**config.mk**
```make
export PLATFORM = sky130hd
export DESIGN_NAME = rs485_dir_ctrl
export DESIGN_NICKNAME = d
export VERILOG_FILES = /design/src/rtl/rs485_dir_pkg.sv /design/src/rtl/rs485_dir_dp.sv /design/src/rtl/rs485_dir_fsm.sv /design/src/rtl/rs485_dir_ctrl.sv
export SDC_FILE = /design/constraint.sdc
export NUM_CORES = 1
export LEC_CHECK = 0
export BUFFER_PORTS_ARGS = -buffer_cell sky130_fd_sc_hd__buf_2
export CAP_MARGIN = 20
export CORE_MARGIN = 2
export CORE_UTILIZATION = 40
export CTS_BUF_LIST = sky130_fd_sc_hd__clkbuf_4
export DETAILED_ROUTE_END_ITERATION = 8
export GPL_ROUTABILITY_DRIVEN = 0
export PLACE_DENSITY = 0.69
export SETUP_SLACK_MARGIN = 0.5
export SLEW_MARGIN = 25
export SYNTH_ARGS = -nofsm -noshare
export SYNTH_HDL_FRONTEND = slang
export SYNTH_SLANG_ARGS = --single-unit
```
**constraint.sdc**
```tcl
create_clock -name clk -period 3.7 [get_ports clk]
set_clock_uncertainty 0.2 [all_clocks]
set_input_delay 0.185 -clock clk [delete_from_list [all_inputs] [get_ports clk]]
set_output_delay 0.185 -clock clk [all_outputs]
set_load 0.01 [all_outputs]
```
**src/rtl/rs485_dir_pkg.sv**
```systemverilog
package rs485_dir_pkg;
  typedef enum logic [1:0] {
    DIR_IDLE = 2'd0,
    DIR_TX   = 2'd1,
    DIR_HOLD = 2'd2
  } dirState_e;

  typedef struct packed {
    logic loadHold;
    logic decHold;
  } holdStrobe_t;
endpackage

```
**src/rtl/rs485_dir_dp.sv**
```systemverilog
module rs485_dir_dp
  import rs485_dir_pkg::*;
#(
  parameter int DELAY_W  = 4,
  parameter int ADDR_W   = 3,
  parameter int DATA_W   = 8,
  parameter int DLY_ADDR = 6,
  parameter int DLY_LSB  = 4
) (
  input  logic              clk,
  input  logic              rst_n,
  input  logic              regWrEn,
  input  logic [ADDR_W-1:0] regAddr,
  input  logic [DATA_W-1:0] regWrData,
  input  logic              cfgEnhanced,
  input  holdStrobe_t       strobe,
  output logic              delayZero,
  output logic              holdLast,
  output logic              holdNonZero
);
  localparam int DLY_MSB = DLY_LSB + DELAY_W - 1;
  localparam logic [ADDR_W-1:0] ADDR_MATCH = ADDR_W'(DLY_ADDR);
  localparam logic [DELAY_W-1:0] ONE = DELAY_W'(1);

  logic [DELAY_W-1:0] delayReg;
  logic [DELAY_W-1:0] holdCnt;
  logic               wrHit;

  assign wrHit = regWrEn && (regAddr == ADDR_MATCH) && cfgEnhanced;

  always_ff @(posedge clk or negedge rst_n) begin
    if (!rst_n) delayReg <= '0;
    else if (wrHit) delayReg <= regWrData[DLY_MSB:DLY_LSB];
  end

  always_ff @(posedge clk or negedge rst_n) begin
    if (!rst_n) holdCnt <= '0;
    else if (strobe.loadHold) holdCnt <= delayReg;
    else if (strobe.decHold && holdCnt != '0) holdCnt <= holdCnt - ONE;
  end

  assign delayZero   = (delayReg == '0);
  assign holdLast    = (holdCnt == ONE);
  assign holdNonZero = (holdCnt != '0);

  AST_WR_GATED: assert property (@(posedge clk) disable iff (!rst_n)
    !(regWrEn && cfgEnhanced && regAddr == ADDR_MATCH) |=> $stable(delayReg));
  AST_LOAD_NOT_ZERO: assert property (@(posedge clk) disable iff (!rst_n)
    (strobe.loadHold && !delayZero) |=> holdNonZero);
endmodule

```
**src/rtl/rs485_dir_fsm.sv**
```systemverilog
module rs485_dir_fsm
  import rs485_dir_pkg::*;
(
  input  logic        clk,
  input  logic        rst_n,
  input  logic        cfgAutoDir,
  input  logic        txBusy,
  input  logic        stopDone,
  input  logic        fifoEmpty,
  input  logic        bitTick,
  input  logic        delayZero,
  input  logic        holdLast,
  input  logic        holdNonZero,
  output holdStrobe_t strobe,
  output logic        dirOn
);
  dirState_e state, stateNxt;

  always_comb begin
    stateNxt        = state;
    strobe.loadHold = 1'b0;
    strobe.decHold  = 1'b0;
    if (!cfgAutoDir) begin
      stateNxt = DIR_IDLE;
    end else begin
      case (state)
        DIR_IDLE: if (txBusy) stateNxt = DIR_TX;
        DIR_TX: begin
          if (stopDone && fifoEmpty) begin
            if (delayZero) stateNxt = DIR_IDLE;
            else begin
              stateNxt        = DIR_HOLD;
              strobe.loadHold = 1'b1;
            end
          end
        end
        DIR_HOLD: begin
          if (txBusy) stateNxt = DIR_TX;
          else if (bitTick) begin
            strobe.decHold = 1'b1;
            if (holdLast) stateNxt = DIR_IDLE;
          end
        end
        default: stateNxt = DIR_IDLE;
      endcase
    end
  end

  always_ff @(posedge clk or negedge rst_n) begin
    if (!rst_n) state <= DIR_IDLE;
    else state <= stateNxt;
  end

  assign dirOn = (state != DIR_IDLE);

  AST_TX_ON: assert property (@(posedge clk) disable iff (!rst_n)
    (cfgAutoDir && txBusy) |=> (dirOn || !cfgAutoDir));
  AST_ZERO_RELEASE: assert property (@(posedge clk) disable iff (!rst_n)
    (cfgAutoDir && state == DIR_TX && stopDone && fifoEmpty && delayZero) |=> !dirOn);
  AST_KEEP_ON_QUEUED: assert property (@(posedge clk) disable iff (!rst_n)
    (cfgAutoDir && state == DIR_TX && !fifoEmpty) |=> (dirOn || !cfgAutoDir));
  AST_HOLD_CANCEL: assert property (@(posedge clk) disable iff (!rst_n)
    (cfgAutoDir && state == DIR_HOLD && txBusy) |=> (state == DIR_TX || !cfgAutoDir));
  AST_HOLD_COUNT_LIVE: assert property (@(posedge clk) disable iff (!rst_n)
    (state == DIR_HOLD) |-> holdNonZero);
  AST_DISABLE_IDLE: assert property (@(posedge clk) disable iff (!rst_n)
    !cfgAutoDir |=> !dirOn);
endmodule

```
**src/rtl/rs485_dir_ctrl.sv**
```systemverilog
module rs485_dir_ctrl
  import rs485_dir_pkg::*;
#(
  parameter int DELAY_W  = 4,
  parameter int ADDR_W   = 3,
  parameter int DATA_W   = 8,
  parameter int DLY_ADDR = 6,
  parameter int DLY_LSB  = 4
) (
  input  logic              clk,
  input  logic              rst_n,
  input  logic              bitTick,
  input  logic              txBusy,
  input  logic              stopDone,
  input  logic              fifoEmpty,
  input  logic              cfgAutoDir,
  input  logic              cfgEnhanced,
  input  logic              selDtr,
  input  logic              swRts,
  input  logic              swDtr,
  input  logic              regWrEn,
  input  logic [ADDR_W-1:0] regAddr,
  input  logic [DATA_W-1:0] regWrData,
  output logic              rtsPin,
  output logic              dtrPin
);
  holdStrobe_t strobe;
  logic delayZero, holdLast, holdNonZero, dirOn;

  rs485_dir_dp #(
    .DELAY_W(DELAY_W), .ADDR_W(ADDR_W), .DATA_W(DATA_W),
    .DLY_ADDR(DLY_ADDR), .DLY_LSB(DLY_LSB)
  ) dp_i (
    .clk(clk), .rst_n(rst_n), .regWrEn(regWrEn), .regAddr(regAddr),
    .regWrData(regWrData), .cfgEnhanced(cfgEnhanced), .strobe(strobe),
    .delayZero(delayZero), .holdLast(holdLast), .holdNonZero(holdNonZero)
  );

  rs485_dir_fsm fsm_i (
    .clk(clk), .rst_n(rst_n), .cfgAutoDir(cfgAutoDir), .txBusy(txBusy),
    .stopDone(stopDone), .fifoEmpty(fifoEmpty), .bitTick(bitTick),
    .delayZero(delayZero), .holdLast(holdLast), .holdNonZero(holdNonZero),
    .strobe(strobe), .dirOn(dirOn)
  );

  assign rtsPin = (cfgAutoDir && !selDtr) ? dirOn : swRts;
  assign dtrPin = (cfgAutoDir &&  selDtr) ? dirOn : swDtr;

  AST_ONE_PIN_ROUTED: assert property (@(posedge clk) disable iff (!rst_n)
    (cfgAutoDir && !swRts && !swDtr) |-> !(rtsPin && dtrPin));
endmodule

```
==> results of run 1 <==
==> worst max-delay path by stage <==
stage,from,endpoint,slack (ns)
3_5_place_dp,fsm_i.state[0]$_DFFE_PN0P_,dp_i.holdCnt[3]$_DFFE_PN0P_,1.95
2_1_floorplan,fsm_i.state[0]$_DFFE_PN0P_,dp_i.holdCnt[3]$_DFFE_PN0P_,2.05
6_report,fsm_i.state[0]$_DFFE_PN0P_,dp_i.holdCnt[3]$_DFFE_PN0P_,1.92
5_1_grt,dp_i.holdCnt[0]$_DFFE_PN0P_,dp_i.holdCnt[0]$_DFFE_PN0P_,1.84
3_3_place_gp,fsm_i.state[0]$_DFFE_PN0P_,dp_i.holdCnt[3]$_DFFE_PN0P_,1.96
4_1_cts,fsm_i.state[0]$_DFFE_PN0P_,dp_i.holdCnt[3]$_DFFE_PN0P_,1.93
==> final cells by class <==
class / count / area, sq um / area share
clock buffer: 3 / 22.5 / 0.0297
inverter: 3 / 11.3 / 0.0148
sequential: 10 / 250 / 0.329
timing repair buffer: 25 / 150 / 0.198
multi-input combinational: 43 / 303 / 0.399
tap: 15 / 18.8 / 0.0247
clock inverter: 1 / 3.75 / 0.00494
==> state kept, by name, indices dropped and copies added (netlist names) <==
| register | flops |
|---|---|
| dp_i.delayReg | 4 |
| fsm_i.state | 2 |
| dp_i.holdCnt | 4 |
==> placed cells by master, fill, tap and decap left out, drive strengths merged <==
master,instances
mux2,4
nand3,1
and3,1
and4bb,1
o2bb2ai,1
a21oi,2
o21ai,1
o31ai,1
nand4,2
clkbuf,3
nor4,1
inv,3
buf,20
a31oi,1
mux2i,2
nand2,4
a211oi,2
nor2b,2
a31o,1
nor3,1
o311a,1
clkinv,1
nor3b,2
or2b,1
or3,1
a211o,1
dfrtp,10
nor2,6
ha,2
nand2b,1
dlygate4sd3,5
==> timing repair <==
| item | CTS | global route |
|---|---|---|
| resized for setup | 0 | 0 |
| setup endpoints to repair | 0 | 0 |
| hold endpoints to repair | 14 | 0 |
| hold buffers | 5 | 0 |
==> metrics by stage <==
stage	worst slack, ns	total power (uW)	instances	area (sq um)
CTS	1.93	351	100	759
global route	1.84	378	100	759
detailed placement	1.95	271	91	683
finish	1.92	346	100	759
global placement	1.96	267	91	683
floorplan	2.05	238	57	569
==> power by group through the flow <==
stage,sequential [uW],combinational (uW),clock (uW)
detailed placement,172,98.9,0
CTS,170,103,78.0
floorplan,163,74.2,0
global placement,171,95.7,0
global route,177,118,82.9
finish,170,102,74.4
==> worst reg2reg max path, stage by stage, from the launching register on <==
cell     delay (ns)
dfrtp_1        0.40
nand4_1        0.15
or3_1          0.48
and3_1         0.23
a211o_1        0.22
==> logic make-up after synthesis <==
group,Yosys count,synth area share
buffers and inverters,4,0.0286
and+or+nand+nor,24,0.233
adders and majority gates,2,0.0439
DFF,10,0.440
AOI/OAI and AO/OA,11,0.141
muxes,6,0.114
==> per-layer routing <==
metal	vias to the layer above	GRT usage
met4	0	0.0774
met1	239	0.204
met2	22	0.259
li1	267	-
met3	0	0.0261
met5	-	0
==> flow_summary_export.csv, run 1 <==
group,metric,value,unit
outcome,outcome,"finished clean",
detailed_routing,highest_layer,"met3",
detailed_routing,post_drt_wl_per_cell,11.4,microns
cells_and_area,fin_nets,111,
clocking,post-cts-setup-buffers,0,
worst_setup_path,cpMaxStageDelayCell,"or3_1",
worst_setup_path,worstPathArrival,1.73,ns
cells_and_area,area_growth,33.4,%
detailed_routing,vias,528,
worst_setup_path,crit_family,"simple AND/OR/NAND/NOR gates",
clocking,cts_tree,"done",
worst_setup_path,rr_startpoint,"fsm_i.state[0]$_DFFE_PN0P_",
yosys,synthFlopType,"dfrtp_1",
worst_setup_path,crit_buf_inv,0,
clocking,cts_buffers,3,
worst_hold_path,hold_path.class,"input port to flop",
yosys,synth-warning-count,0,
worst_setup_path,critPathLaunchType,"flop",
worst_setup_path,r2r_cells,4,
detailed_routing,drc,0,
yosys,synth.most_common_cell,"dfrtp_1",
worst_setup_path,cp.required,3.65,ns
cells_and_area,final_util,0.576,
pwr,seq_power_share,0.491,
sta,tightest_slew,0.225,ns
floorplanning,initial_core_util,0.432,
worst_setup_path,crit_path_end_kind,"flop",
grt,track_usage,0.160,
yosys,synth_common_cells,"dfrtp_1, nor2_1, mux2_2, nand2_1, inv_1",
sta,finalSetupViolCount,0,
pwr,irDropWorstVdd,0.243,mV
detailed_routing,wl,1140,microns
worst_hold_path,hp-start,"txBusy",
run,maxCapViolations,0,
pwr,clkPwrFrac,0.215,
clocking,clock_latency,0.26,ns
worst_setup_path,path_cells,"nand4_1 > or3_1 > and3_1 > a211o_1",
cells_and_area,drive_gt1_frac,0.341,
pwr,p_leak,0.000374,uW
sta,rsz0062_at_grt,"no",
worst_setup_path,cp.depth,4,
placed_design,port_buffers,20,
detailed_routing,met2WireLength,563,microns
yosys,synth_edf_count,0,
sta,worst_hold_slack,0.0193,ns
grt,grt.overflow.total,0,
yosys,synth_nets,82,
detailed_routing,wl_met1,485,microns
detailed_routing,drt_first_pass_iters,4,
floorplanning,rows,13,
sta,fmax,562,MHz
grt,grt_max_degree,11,
pwr,cellInternalPower,236,uW
floorplanning,die_y,41.7,microns
placed_design,dp_hpwl,859,microns
sta,layout_min_cycle_time,1.78,ns
floorplanning,die_w,41.7,microns
yosys,yosysTopAreaCell,"dfrtp_1",
yosys,synth_top_area_share,0.440,
grt,grt_pass1_wl,2180,microns
pwr,powerDensity,455,nW/um^2
clocking,path_clk_slew,0.07,ns
yosys,syn_inst,57,
grt,grt_pass1_vias,540,
worst_setup_path,r2r_slack,1.92,ns
yosys,synth.area.top_cells,"dfrtp_1, mux2_2, ha_1",
grt,antenna_found_initial,0,
worst_setup_path,slowest_delay,0.48,ns
clocking,cts-htree-levels,1,
worst_hold_path,whs_path_depth,3,
worst_setup_path,critPathMaxFanout,7,
sta,drv_slew,0,
detailed_routing,drtAntennaViolNets,0,
yosys,syn_avg_cell_area,9.99,sq um
yosys,yosysSeqAreaShare,0.440,
yosys,synthArstFlopShare,1.00,
sta,setup_tns,0,ns
yosys,ys_types,28,
floorplanning,core_area,1320,sq um
pwr,comb_power_share,0.294,
clocking,cts.path.max_buffers,2,
detailed_routing,wl_met3,87,microns
detailed_routing,via_per_inst,5.28,
floorplanning,dieArea,1740,sq um
cells_and_area,n_fill_cell,121,
yosys,syn_area,569,sq um
yosys,ys_ff_latch,10,
worst_setup_path,reg2reg_to,"dp_i.holdCnt[3]$_DFFE_PN0P_",
floorplanning,io_pins,25,
cells_and_area,diodes,0,
worst_hold_path,min_to,"fsm_i.state[0]$_DFFE_PN0P_",
sta,fin_crit_sh,0.481,
clocking,clock_sinks,10,
worst_setup_path,crit_type,"flop to flop",
pwr,p_switching,110,uW
sta,maxSlewHeadroom,0.850,
pwr,p_sw_frac,0.318,
detailed_routing,dr.first_iter.drc_count,6,
sta,hold_violations,0,
clocking,cts-root-buf,"clkbuf_4",
Note: power is estimated with default switching activity, not from simulation.
==> run 2, diff against run 1 <==
==> constraint.sdc (replaced) <==
create_clock -name clk -period 1.7 [get_ports clk]
set_clock_uncertainty 0.2 [all_clocks]
set_input_delay 0.085 -clock clk [delete_from_list [all_inputs] [get_ports clk]]
set_output_delay 0.085 -clock clk [all_outputs]
set_load 0.01 [all_outputs]
==> run 2 against run 1 <==
The run now ends with negative hold slack left. Cell count rose by 19%. First-iteration DRC count up 50%. Critical endpoint is now dp_i.holdCnt[0]$_DFFE_PN0P_. Worst setup slack worse by 1.8 ns. Non-clock buffer count rose by 20. Register-to-register slack got worse by 1.8 ns. Via count up 20%. Highest routed layer is now met4.
==> flow_summary_export.csv, run 2 (same netlist as run 1, synthesis figures left out) <==
group,metric,value,unit
outcome,outcome,"finished, violations left",
outcome,violations,"negative hold slack",
floorplanning,dieArea,1740,sq um
detailed_routing,drc,0,
detailed_routing,vias,634,
detailed_routing,drt_first_pass_iters,4,
worst_setup_path,cp.required,1.65,ns
floorplanning,io_pins,25,
pwr,power,1080,uW
sta,hold_violations,5,
floorplanning,rows,13,
floorplanning,die_y,41.7,microns
run,maxCapViolations,0,
detailed_routing,highest_layer,"met4",
sta,drv_slew,0,
grt,grt.overflow.total,0,
sta,layout_min_cycle_time,1.62,ns
sta,rsz0062_at_grt,"yes",
placed_design,port_buffers,20,
cells_and_area,fin_nets,131,
worst_setup_path,critPathMaxFanout,4,
sta,finalSetupViolCount,0,
detailed_routing,met2WireLength,892,microns
detailed_routing,dr.first_iter.drc_count,9,
clocking,cts_tree,"done",
clocking,cts_buffers,3,
cells_and_area,area_growth,80.7,%
worst_setup_path,worstPathArrival,1.57,ns
cells_and_area,n_fill_cell,94,
worst_setup_path,slowest_delay,0.39,ns
clocking,clock_latency,0.27,ns
sta,worst_hold_slack,-0.00247,ns
cells_and_area,diodes,0,
cells_and_area,drive_gt1_frac,0.587,
clocking,path_clk_slew,0.06,ns
pwr,p_leak,0.000482,uW
floorplanning,die_w,41.7,microns
detailed_routing,via_per_inst,5.33,
sta,maxSlewHeadroom,0.814,
detailed_routing,wl_met3,87,microns
cells_and_area,top_regs,"dp_i.delayReg x4, dp_i.holdCnt x4, fsm_i.state x2",
detailed_routing,post_drt_wl_per_cell,14.3,microns
grt,antenna_found_initial,0,
worst_setup_path,crit_buf_inv,2,
floorplanning,core_area,1320,sq um
clocking,cts.path.max_buffers,2,
cells_and_area,final_common_cell,"buf_2",
worst_setup_path,cpMaxStageDelayCell,"dfrtp_1",
grt,grt_max_degree,11,
placed_design,dp_hpwl,902,microns
sta,setup_tns,0,ns
cells_and_area,layout_common_cells,"buf_2, buf_4, dlygate4sd3_1, dfrtp_1, nor2_1",
grt,grt_pass1_vias,634,
clocking,cts-root-buf,"clkbuf_4",
worst_hold_path,hold_path.class,"input port to async pin",
worst_setup_path,path_cells,"inv_2 > ha_4 > inv_1 > o311a_4 > nor3b_2 > a211oi_2",
pwr,irDropWorstVdd,0.696,mV
detailed_routing,wl_met1,663,microns
detailed_routing,wl,1700,microns
sta,fin_crit_sh,0.952,
worst_setup_path,crit_family,"compound AO/OA/AOI/OAI gates",
sta,fmax,618,MHz
worst_setup_path,crit_path_end_kind,"flop",
worst_setup_path,crit_type,"flop to flop",
floorplanning,initial_core_util,0.432,
clocking,cts-htree-levels,1,
worst_setup_path,critPathLaunchType,"flop",
grt,grt_pass1_wl,2620,microns
clocking,clock_sinks,10,
pwr,powerDensity,1050,nW/um^2
grt,track_usage,0.196,
detailed_routing,drtAntennaViolNets,0,
sta,tightest_slew,0.279,ns
-- run 2: worst register-to-register path, delay by kind of cell, from the launching register on --
kind                       cells  cell delay (ns)
AOI/OAI and AO/OA              2             0.44
DFF                            1             0.39
and+or+nand+nor                1             0.21
buffers and inverters          2             0.13
adders and majority gates      1             0.13
-- run 2: final cells by class --
type / count / area [sq um] / area share
clock buffers: 3 / 22.5 / 0.0219
inverters: 3 / 11.3 / 0.0109
flip-flops and latches: 10 / 251 / 0.245
multi-input cells: 43 / 400 / 0.389
repair buffers: 45 / 324 / 0.315
well taps: 15 / 18.8 / 0.0182
-- run 2: what timing repair did --
item                                   CTS  global route
pin swaps                                5             6
setup buffers                            7             5
endpoints found under the hold margin   16             0
setup endpoints to repair                7             7
resized for setup                       12            11
hold buffers                            10             0
-- run 2: per-layer routing --
layer  up-vias  global-route usage
met5         -                   0
met4         0              0.0968
met3         7              0.0261
met2        27               0.347
met1       295               0.228
li1        305                   -
-- run 2: worst paths after layout --
| path | startpoint | to | slack, ns | cells past startpoint |
|---|---|---|---|---|
| setup reg to reg | dp_i.holdCnt[1]$_DFFE_PN0P_ | dp_i.holdCnt[0]$_DFFE_PN0P_ | 0.08 | 6 |
| hold / removal | rst_n | dp_i.delayReg[1]$_DFFE_PN0P_ | -0.002 | 2 |
| setup / recovery | dp_i.holdCnt[1]$_DFFE_PN0P_ | dp_i.holdCnt[0]$_DFFE_PN0P_ | 0.08 | 6 |
| min in group clk | bitTick | dp_i.holdCnt[2]$_DFFE_PN0P_ | 0.04 | 3 |
| hold reg to reg | dp_i.delayReg[3]$_DFFE_PN0P_ | dp_i.holdCnt[3]$_DFFE_PN0P_ | 0.35 | 1 |
| max in group asynchronous | rst_n | fsm_i.state[1]$_DFFE_PN0P_ | 1.09 | 2 |
-- run 2: where the power goes --
part           total (uW)  internal, uW  switching, uW  leakage, uW
Clock                 164          81.9           81.7    0.0000138
Combinational         537           319            218     0.000345
Sequential            381           302           78.7     0.000123
-- run 2: through the flow --
| stage | utilization | area [sq um] | cells | hold WS, ns | setup WS [ns] |
|---|---|---|---|---|---|
| finish | 0.781 | 1030 | 119 | -0.00247 | 0.0813 |
| global placement | 0.543 | 716 | 94 | -0.245 | 0.0501 |
| global route | 0.781 | 1030 | 119 | 0.0257 | 0.0277 |
| floorplan | - | 579 | 57 | -0.411 | 0.0615 |
| detailed placement | 0.543 | 716 | 94 | -0.243 | 0.0548 |
| CTS | 0.710 | 936 | 114 | 0.0102 | 0.0883 |
